File: config.mk
export PLATFORM = sky130hd
export DESIGN_NAME = mga_adder
export DESIGN_NICKNAME = d
export VERILOG_FILES = /design/src/rtl/mga_pkg.sv /design/src/rtl/mga_pg_gen.sv /design/src/rtl/mga_carry_stage.sv /design/src/rtl/mga_carry_chain.sv /design/src/rtl/mga_sum_block.sv /design/src/rtl/mga_adder.sv
export SDC_FILE = /design/constraint.sdc
export NUM_CORES = 1
export LEC_CHECK = 0
export BUFFER_PORTS_ARGS = -buffer_cell sky130_fd_sc_hd__buf_4
export CORE_ASPECT_RATIO = 0.8
export CORE_MARGIN = 2
export CORE_UTILIZATION = 47
export DETAILED_ROUTE_END_ITERATION = 12
export PLACE_DENSITY = 0.95
export SLEW_MARGIN = 40
export SYNTH_ARGS = -nofsm -noshare
export SYNTH_HDL_FRONTEND = slang
export SYNTH_HIERARCHICAL = 1
export SYNTH_SLANG_ARGS = --single-unit
File: constraint.sdc
create_clock -name vclk -period 4
set_clock_uncertainty 0.2 [all_clocks]
set_input_delay 0.2 -clock vclk [all_inputs]
set_output_delay 0.2 -clock vclk [all_outputs]
set_load 0.01 [all_outputs]
File: src/rtl/mga_pkg.sv
// Package: majority-logic primitives shared by every part of the adder.
// Assumes: nothing; all functions are pure combinational.
package mga_pkg;

    // Three-input majority vote
    function automatic logic maj3(input logic x, input logic y, input logic z);
        return (x & y) | (x & z) | (y & z);
    endfunction

    // Inverter primitive
    function automatic logic maj_not(input logic x);
        return ~x;
    endfunction

    // AND as majority with one input tied low
    function automatic logic maj_and(input logic x, input logic y);
        return maj3(x, y, 1'b0);
    endfunction

    // OR as majority with one input tied high
    function automatic logic maj_or(input logic x, input logic y);
        return maj3(x, y, 1'b1);
    endfunction

    // Two-input XOR from majority AND/OR and inverters
    function automatic logic maj_xor2(input logic x, input logic y);
        return maj_or(maj_and(x, maj_not(y)), maj_and(maj_not(x), y));
    endfunction

    // Three-input XOR built from two majority XORs
    function automatic logic maj_xor3(input logic x, input logic y, input logic z);
        return maj_xor2(maj_xor2(x, y), z);
    endfunction

endpackage

File: src/rtl/mga_pg_gen.sv
// Module: per-bit propagate (OR) and generate (AND) signals.
// Assumes: WIDTH >= 1.
module mga_pg_gen
    import mga_pkg::*;
#(
    parameter int WIDTH = 32
) (
    input  logic [WIDTH-1:0] op_a,
    input  logic [WIDTH-1:0] op_b,
    output logic [WIDTH-1:0] prop,
    output logic [WIDTH-1:0] gen
);
    for (genvar i = 0; i < WIDTH; i++) begin : g_bit
        // One majority OR and one majority AND per bit
        always_comb begin
            prop[i] = maj_or(op_a[i], op_b[i]);
            gen[i]  = maj_and(op_a[i], op_b[i]);
        end
    end
endmodule

File: src/rtl/mga_carry_stage.sv
// Module: one two-bit carry stage; carry at even position i in,
// carry at position i+2 out. The odd carry stays inside the stage.
// Assumes: prop/gen index 0 is the lower bit of the pair.
module mga_carry_stage
    import mga_pkg::*;
(
    input  logic [1:0] prop,
    input  logic [1:0] gen,
    input  logic       c_lo,
    output logic       c_hi
);
    logic c_inner;

    // Carry out = g1 OR p1 AND (g0 OR p0 AND c_lo)
    always_comb begin
        c_inner = maj_or(gen[0], maj_and(prop[0], c_lo));
        c_hi    = maj_or(gen[1], maj_and(prop[1], c_inner));
    end
endmodule

File: src/rtl/mga_carry_chain.sv
// Module: ripple chain of two-bit stages producing every even carry.
// Assumes: WIDTH is even; carry[0] is the adder's carry input.
module mga_carry_chain #(
    parameter int WIDTH  = 32,
    parameter int STAGES = WIDTH / 2
) (
    input  logic [WIDTH-1:0] prop,
    input  logic [WIDTH-1:0] gen,
    input  logic             carry_in,
    output logic [STAGES:0]  carry
);
    assign carry[0] = carry_in;

    for (genvar k = 0; k < STAGES; k++) begin : g_stage
        mga_carry_stage u_stage (
            .prop (prop[2*k+1 : 2*k]),
            .gen  (gen[2*k+1 : 2*k]),
            .c_lo (carry[k]),
            .c_hi (carry[k+1])
        );
    end
endmodule

File: src/rtl/mga_sum_block.sv
// Module: sum bits for every pair; rebuilds the odd carry locally as
// majority(a_lo, b_lo, even carry).
// Assumes: WIDTH is even; carry[k] is the carry into bit 2k.
module mga_sum_block
    import mga_pkg::*;
#(
    parameter int WIDTH  = 32,
    parameter int STAGES = WIDTH / 2
) (
    input  logic [WIDTH-1:0]  op_a,
    input  logic [WIDTH-1:0]  op_b,
    input  logic [STAGES-1:0] carry,
    output logic [WIDTH-1:0]  sum
);
    for (genvar k = 0; k < STAGES; k++) begin : g_pair
        logic c_odd;
        // Local odd carry, then the two sum bits of the pair
        always_comb begin
            c_odd        = maj3(op_a[2*k], op_b[2*k], carry[k]);
            sum[2*k]     = maj_xor3(op_a[2*k], op_b[2*k], carry[k]);
            sum[2*k+1]   = maj_xor3(op_a[2*k+1], op_b[2*k+1], c_odd);
        end
    end
endmodule

File: src/rtl/mga_adder.sv
// Module: top of the majority-logic adder with two-bit carry stride.
// Assumes: WIDTH even and >= 2; purely combinational, no clock.
module mga_adder #(
    parameter int WIDTH = 32
) (
    input  logic [WIDTH-1:0] op_a,
    input  logic [WIDTH-1:0] op_b,
    input  logic             carry_in,
    output logic [WIDTH-1:0] sum,
    output logic             carry_out
);
    localparam int STAGES = WIDTH / 2;

    if ((WIDTH % 2) != 0 || WIDTH < 2) begin : g_bad_width
        $error("mga_adder: WIDTH must be even and at least 2");
    end

    logic [WIDTH-1:0] prop;
    logic [WIDTH-1:0] gen;
    logic [STAGES:0]  chain_carry;

    mga_pg_gen #(.WIDTH(WIDTH)) u_pg (
        .op_a (op_a),
        .op_b (op_b),
        .prop (prop),
        .gen  (gen)
    );

    mga_carry_chain #(.WIDTH(WIDTH), .STAGES(STAGES)) u_chain (
        .prop     (prop),
        .gen      (gen),
        .carry_in (carry_in),
        .carry    (chain_carry)
    );

    mga_sum_block #(.WIDTH(WIDTH), .STAGES(STAGES)) u_sum (
        .op_a  (op_a),
        .op_b  (op_b),
        .carry (chain_carry[STAGES-1:0]),
        .sum   (sum)
    );

    assign carry_out = chain_carry[STAGES];
endmodule

==> key figures, run 1 <==
Run status
  – Outcome: completed

Finish
  – Clkbuf count: 0
  – Layout cells sized above 1: 0.5691
  – Multi-input logic area: 0.001489 mm2
  – Diode count: 0
  – Fillers: 261
  – Fin nets: 394
  – Fin cells: 353
  – Area grow syn2layout: 55.16%
  – Sequential cell count: 0
  – FF/Latch Area: 0 um2

Timing
  – Period utilization: 0.9529
  – Final setup fails: 0
  – Final hold violations: 0
  – Max-slew violation count: 0
  – Fmax: 0.2624 GHz
  – Max_slew headroom: 0.9032
  – Slew @ Worst Pin: 145.2 ps
  – Tmin final: 3811 ps

Yosys
  – Seq/Total Area, Yosys: 0
  – Syn Nets: 290
  – Post-synthesis cell type count: 9
  – Most numerous cell in the Yosys netlist: inv_1
  – Synth warn: 6
  – Post-Syn Instances: 209
  – Cell taking the most area after synthesis: xnor3_1
  – Synth area leaders: xnor3_1 (22%), fa_1 (19%), and2_2 (15%), inv_1 (15%), or2_1 (12%)
  – Avg Cell Area, Syn: 7.890 um2
  – Synth top area share: 0.2185
  – Top post-synthesis cells by count: inv_1 (64), and2_2 (32), or2_1 (32)
  – Mapped cell area: 0.001649 mm2

Die
  – Starting Density: 0.4851
  – Core area: 0.003400 mm2
  – DIE HEIGHT: 56.98 um
  – Die area: 0.004001 mm2
  – Die Wd: 70.23 um
  – Total I/O pin count: 98
  – Core Rows: 19

Min path
  – Hold path startpoint: op_b[3]
  – Hold Crit Class: in -> out
  – Hold path depth: 3
  – Worst Hold Path EP: sum[3]

Worst setup path
  – Top delay family on crit path: simple AND/OR/NAND/NOR gates
  – Worst Path Required: 3600 ps
  – Worst Path Buf+Inv: 4
  – Critical path's largest stage delay: 540 ps
  – Worst Setup End Kind: output pin
  – CP Launch Type: input pin
  – Crit path DAT: 3410 ps
  – Slowest-stage cell, CP: fa_2
  – Crit-path max FO: 3
  – Crit Path Category: in -> out

Place
  – Placed instance count: 348
  – DP HPWL: 3.733 mm
  – Routability cong.: 0.8125
  – PortBufs: 98

Drt
  – Drt first pass iters: 3
  – Routed vias/inst: 4.589
  – Mean routed wirelength per cell: 12.17 um
  – Initial DRC Count: 26
  – # DRC: 0
  – Routed WL: 4.295 mm
  – DRT antenna net count: 0
  – Total number of vias: 1,620

Run
  – Max cap viols: 0

Global routing
  – Vias in the first global route: 1,720
  – Largest net degree at the start of global routing: 4
  – Initial antenna violation count: 0
  – First-pass GRT wire length: 6.831 mm
  – Grt total ovfl: 0
  – GRT Total Usage: 0.2036

Pwr
  – VDD IR max: 0.09437 mV
  – Pwr dens: 171.8 mW/mm2
  – Pleak: 1.536 nW
  – Tot Pwr: 0.4395 mW
==> where the power goes <==
group / total [mW] / internal, mW / switching, mW / leakage (nW)
combinational: 0.439 / 0.249 / 0.191 / 1.54
clock: 0 / 0 / 0 / 0
sequential: 0 / 0 / 0 / 0
total: 0.439 / 0.249 / 0.191 / 1.54
==> layer usage <==
layer / up-vias / routed length (um) / global-route usage
li1: 819 / - / -
met1: 751 / 1506 / 0.2124
met2: 44 / 2520 / 0.4232
met3: 6 / 207 / 0.02827
met4: 0 / 61 / 0.05220
met5: - / 0 / 0
==> final cells by class <==
cell class                 count  area share
multi-input combinational    144      0.5819
tap                           42     0.02054
inverter                      64     0.09389
timing repair buffer         103      0.3037
==> through the flow <==
stage / hold WS, ps / setup slack, ps / TNS [ps] / util / area (um2)
floorplan: 360.8 / 702.9 / 0 / - / 1649
global placement: 520.0 / 315.5 / 0 / 0.7148 / 2430
detailed placement: 524.0 / 125.9 / 0 / 0.7148 / 2430
CTS: 524.2 / 120.5 / 0 / 0.7148 / 2430
global route: 533.6 / -98.78 / -174.5 / 0.7527 / 2559
finish: 520.2 / 188.5 / 0 / 0.7527 / 2559
==> logic make-up after synthesis <==
| family | synth area share |
|---|---|
| xor+xnor | 0.2185 |
| compound gates | 0.08497 |
| fa+ha+maj | 0.1942 |
| simple gates | 0.3521 |
| buf+inv | 0.1502 |
==> cell usage in the layout (no fill, tap or decap), types with 11 or more instances in the layout <==
cell type,Yosys,routed
buf_4,1,102
and2_2,32,32
a21oi_2,16,16
nand2_2,0,11
or2_1,32,31
fa_1,16,15
xnor3_1,16,16
inv_1,64,62
nand3_2,0,11
==> worst max path at each step <==
stage	cells past startpoint	start	slack, ps	to
floorplan	32	op_b[1]	700	sum[29]
global placement	34	op_b[1]	320	sum[29]
detailed placement	36	op_b[1]	130	sum[31]
CTS	36	op_b[1]	120	sum[31]
global route	36	op_a[0]	-100	sum[30]
finish	36	op_a[0]	190	sum[30]
==> repair_timing <==
item,in CTS,in global routing
endpoints found under the setup margin,0,5
resized for setup,0,27
setup buffers,0,5
endpoints found under the hold margin,0,0
hold buffers,0,0
Power figures use the tool's default switching activity.
==> run 2, diff against run 1 <==
--- a/config.mk
+++ b/config.mk
@@ -7,7 +7,6 @@
 export LEC_CHECK = 0
 export BUFFER_PORTS_ARGS = -buffer_cell sky130_fd_sc_hd__buf_4
 export CORE_ASPECT_RATIO = 0.8
-export CORE_MARGIN = 2
 export CORE_UTILIZATION = 47
 export DETAILED_ROUTE_END_ITERATION = 12
 export PLACE_DENSITY = 0.95
==> run 2 against run 1 <==
Against the previous run: critical path depth is the same; power shrank 2.2%; first-iteration DRC count shrank 65%; worst setup slack gained 51 ps; global-route usage shrank 0.21 points; die area shrank 6.3%; count of clock-buffer cells in the layout is the same; design area is essentially flat; flip-flop and latch count is the same; non-clock buffer count shrank 2; via count grew 0.37%; critical path type unchanged; largest power group unchanged.
==> key figures, run 2 (synthesis results as in run 1) <==
Timing
  – Max-slew violation count: 0 (unchanged)
  – Tmin final: 3760 ps (was 3811 ps)
  – Final hold violations: 0 (unchanged)
  – Hold_ws: 526.6 ps (was 520.2 ps)
  – Fin Setup TNS: 0 ps (unchanged)
  – Fmax: 0.2659 GHz (was 0.2624 GHz)
  – Max_slew headroom: 0.9128 (was 0.9032)
  – Final setup fails: 0 (unchanged)
  – Period utilization: 0.9401 (was 0.9529)
  – Slew @ Worst Pin: 130.9 ps (was 145.2 ps)

Drt
  – # DRC: 0 (unchanged)
  – Initial DRC Count: 9 (was 26)
  – Drt first pass iters: 3 (unchanged)
  – Routed vias/inst: 4.659 (was 4.589)
  – Total number of vias: 1,626 (was 1,620)
  – DRT antenna net count: 0 (unchanged)
  – Routed WL: 3.925 mm (was 4.295 mm)
  – Mean routed wirelength per cell: 11.25 um (was 12.17 um)

Global routing
  – Largest net degree at the start of global routing: 4 (unchanged)
  – GRT Total Usage: 0.2014 (was 0.2036)
  – Vias in the first global route: 1,540 (was 1,720)
  – Initial antenna violation count: 0 (unchanged)
  – Grt total ovfl: 0 (unchanged)
  – First-pass GRT wire length: 5.830 mm (was 6.831 mm)

Pwr
  – Switch Pwr: 0.1858 mW (was 0.1906 mW)
  – Clk pwr share: 0 (about the same)
  – Internal power: 0.2442 mW (was 0.2489 mW)
  – Tot Pwr: 0.4300 mW (was 0.4395 mW)
  – Pwr dens: 168.0 mW/mm2 (was 171.8 mW/mm2)
  – Pleak: 1.535 nW (was 1.536 nW)
  – Comb power frac: 1.000 (about the same)
  – VDD IR max: 0.1094 mV (was 0.09437 mV)
  – Net Sw Frac: 0.4321 (was 0.4337)
  – Reg power frac: 0 (about the same)

Worst setup path
  – Worst Setup End Kind: output pin (unchanged)
  – Crit-path max FO: 3 (unchanged)
  – Worst Path Required: 3600 ps (about the same)
  – Crit path DAT: 3360 ps (was 3410 ps)
  – Critical path's largest stage delay: 500 ps (was 540 ps)
  – Crit Path Category: in -> out (unchanged)
  – CP Launch Type: input pin (unchanged)
  – Slowest-stage cell, CP: fa_2 (unchanged)

Die
  – Total I/O pin count: 98 (unchanged)
  – Die Wd: 68.23 um (was 70.23 um)
  – Starting Density: 0.5120 (was 0.4851)
  – Core Rows: 18 (was 19)
  – Die area: 0.003751 mm2 (was 0.004001 mm2)
  – Core area: 0.003221 mm2 (was 0.003400 mm2)
  – DIE HEIGHT: 54.98 um (was 56.98 um)

Finish
  – Layout cells sized above 1: 0.5825 (was 0.5691)
  – FF/Latch Area: 0 um2 (unchanged)
  – Area grow syn2layout: 55.24% (was 55.16%)
  – Most frequent cells in the layout: buf_4 (101), inv_1 (63), and2_2 (32) (was buf_4 (102), inv_1 (62), and2_2 (32))
  – Fin nets: 392 (was 394)
  – Commonest non-fill, non-tap cell in the layout: buf_4 (unchanged)
  – Clkbuf count: 0 (unchanged)
  – Sequential cell count: 0 (unchanged)
  – Post-Route Utilization: 0.7949 (was 0.7527)
  – Diode count: 0 (unchanged)
  – Fin cells: 349 (was 353)

Run
  – Max cap viols: 0 (unchanged)

Place
  – DP HPWL: 3.427 mm (was 3.733 mm)
  – Placed instance count: 346 (was 348)
  – PortBufs: 98 (unchanged)
  – Routability cong.: 0.7999 (was 0.8125)

Clock tree
  – Hold Buf Count CTS: 0 (unchanged)

Run status
  – Outcome: completed (unchanged)

Min path
  – Hold Crit Class: in -> out (unchanged)
-- run 2: cell types whose count changed in the layout (fill, tap and decap cells not counted), sizes merged --
cell	change
buf	-2
-- run 2: critical path, delay by kind of cell --
kind,cells,cell delay [ps]
simple gates,31,2360
fa+ha+maj,1,500
buf+inv,4,310
-- run 2: repair_timing --
| item | in CTS | in global routing |
|---|---|---|
| buffers inserted | 0 | 3 |
| setup endpoints to repair | 0 | 5 |
| resized for setup | 0 | 31 |
-- run 2: path summary, 6_finish.rpt --
check  startpoint      end  depth (start not counted)
max       op_b[1]  sum[30]                         36
min       op_b[3]   sum[3]                          3
-- run 2: layout make-up --
| cell class | instances | area, um2 |
|---|---|---|
| Multi-Input combinational cell | 144 | 1511 |
| Timing Repair Buffer | 101 | 758.2 |
| Fill cell | 228 | 660.6 |
| Inverter | 64 | 240.2 |
| Tap cell | 40 | 50.05 |
-- run 2: per-layer routing --
| metal | vias to the layer above | wire length, um | track usage |
|---|---|---|---|
| li1 | 812 | - | - |
| met1 | 763 | 1418 | 0.2058 |
| met2 | 43 | 2259 | 0.4379 |
| met3 | 8 | 189 | 0.02459 |
| met4 | 0 | 58 | 0.03125 |
| met5 | - | 0 | 0 |
-- run 2: power by group through the flow --
stage          Sequential [mW]  Clock, mW  Combinational (mW)
6_report                     0          0               0.430
4_1_cts                      0          0               0.410
3_5_place_dp                 0          0               0.409
2_1_floorplan                0          0               0.216
3_3_place_gp                 0          0               0.396
5_1_grt                      0          0               0.474
-- run 2: per-stage QoR --
stage	area [um2]	worst slack (ps)
CTS	2427	177.0
global placement	2427	297.5
finish	2560	239.6
detailed placement	2427	185.1
global route	2560	-66.52
floorplan	1649	702.9
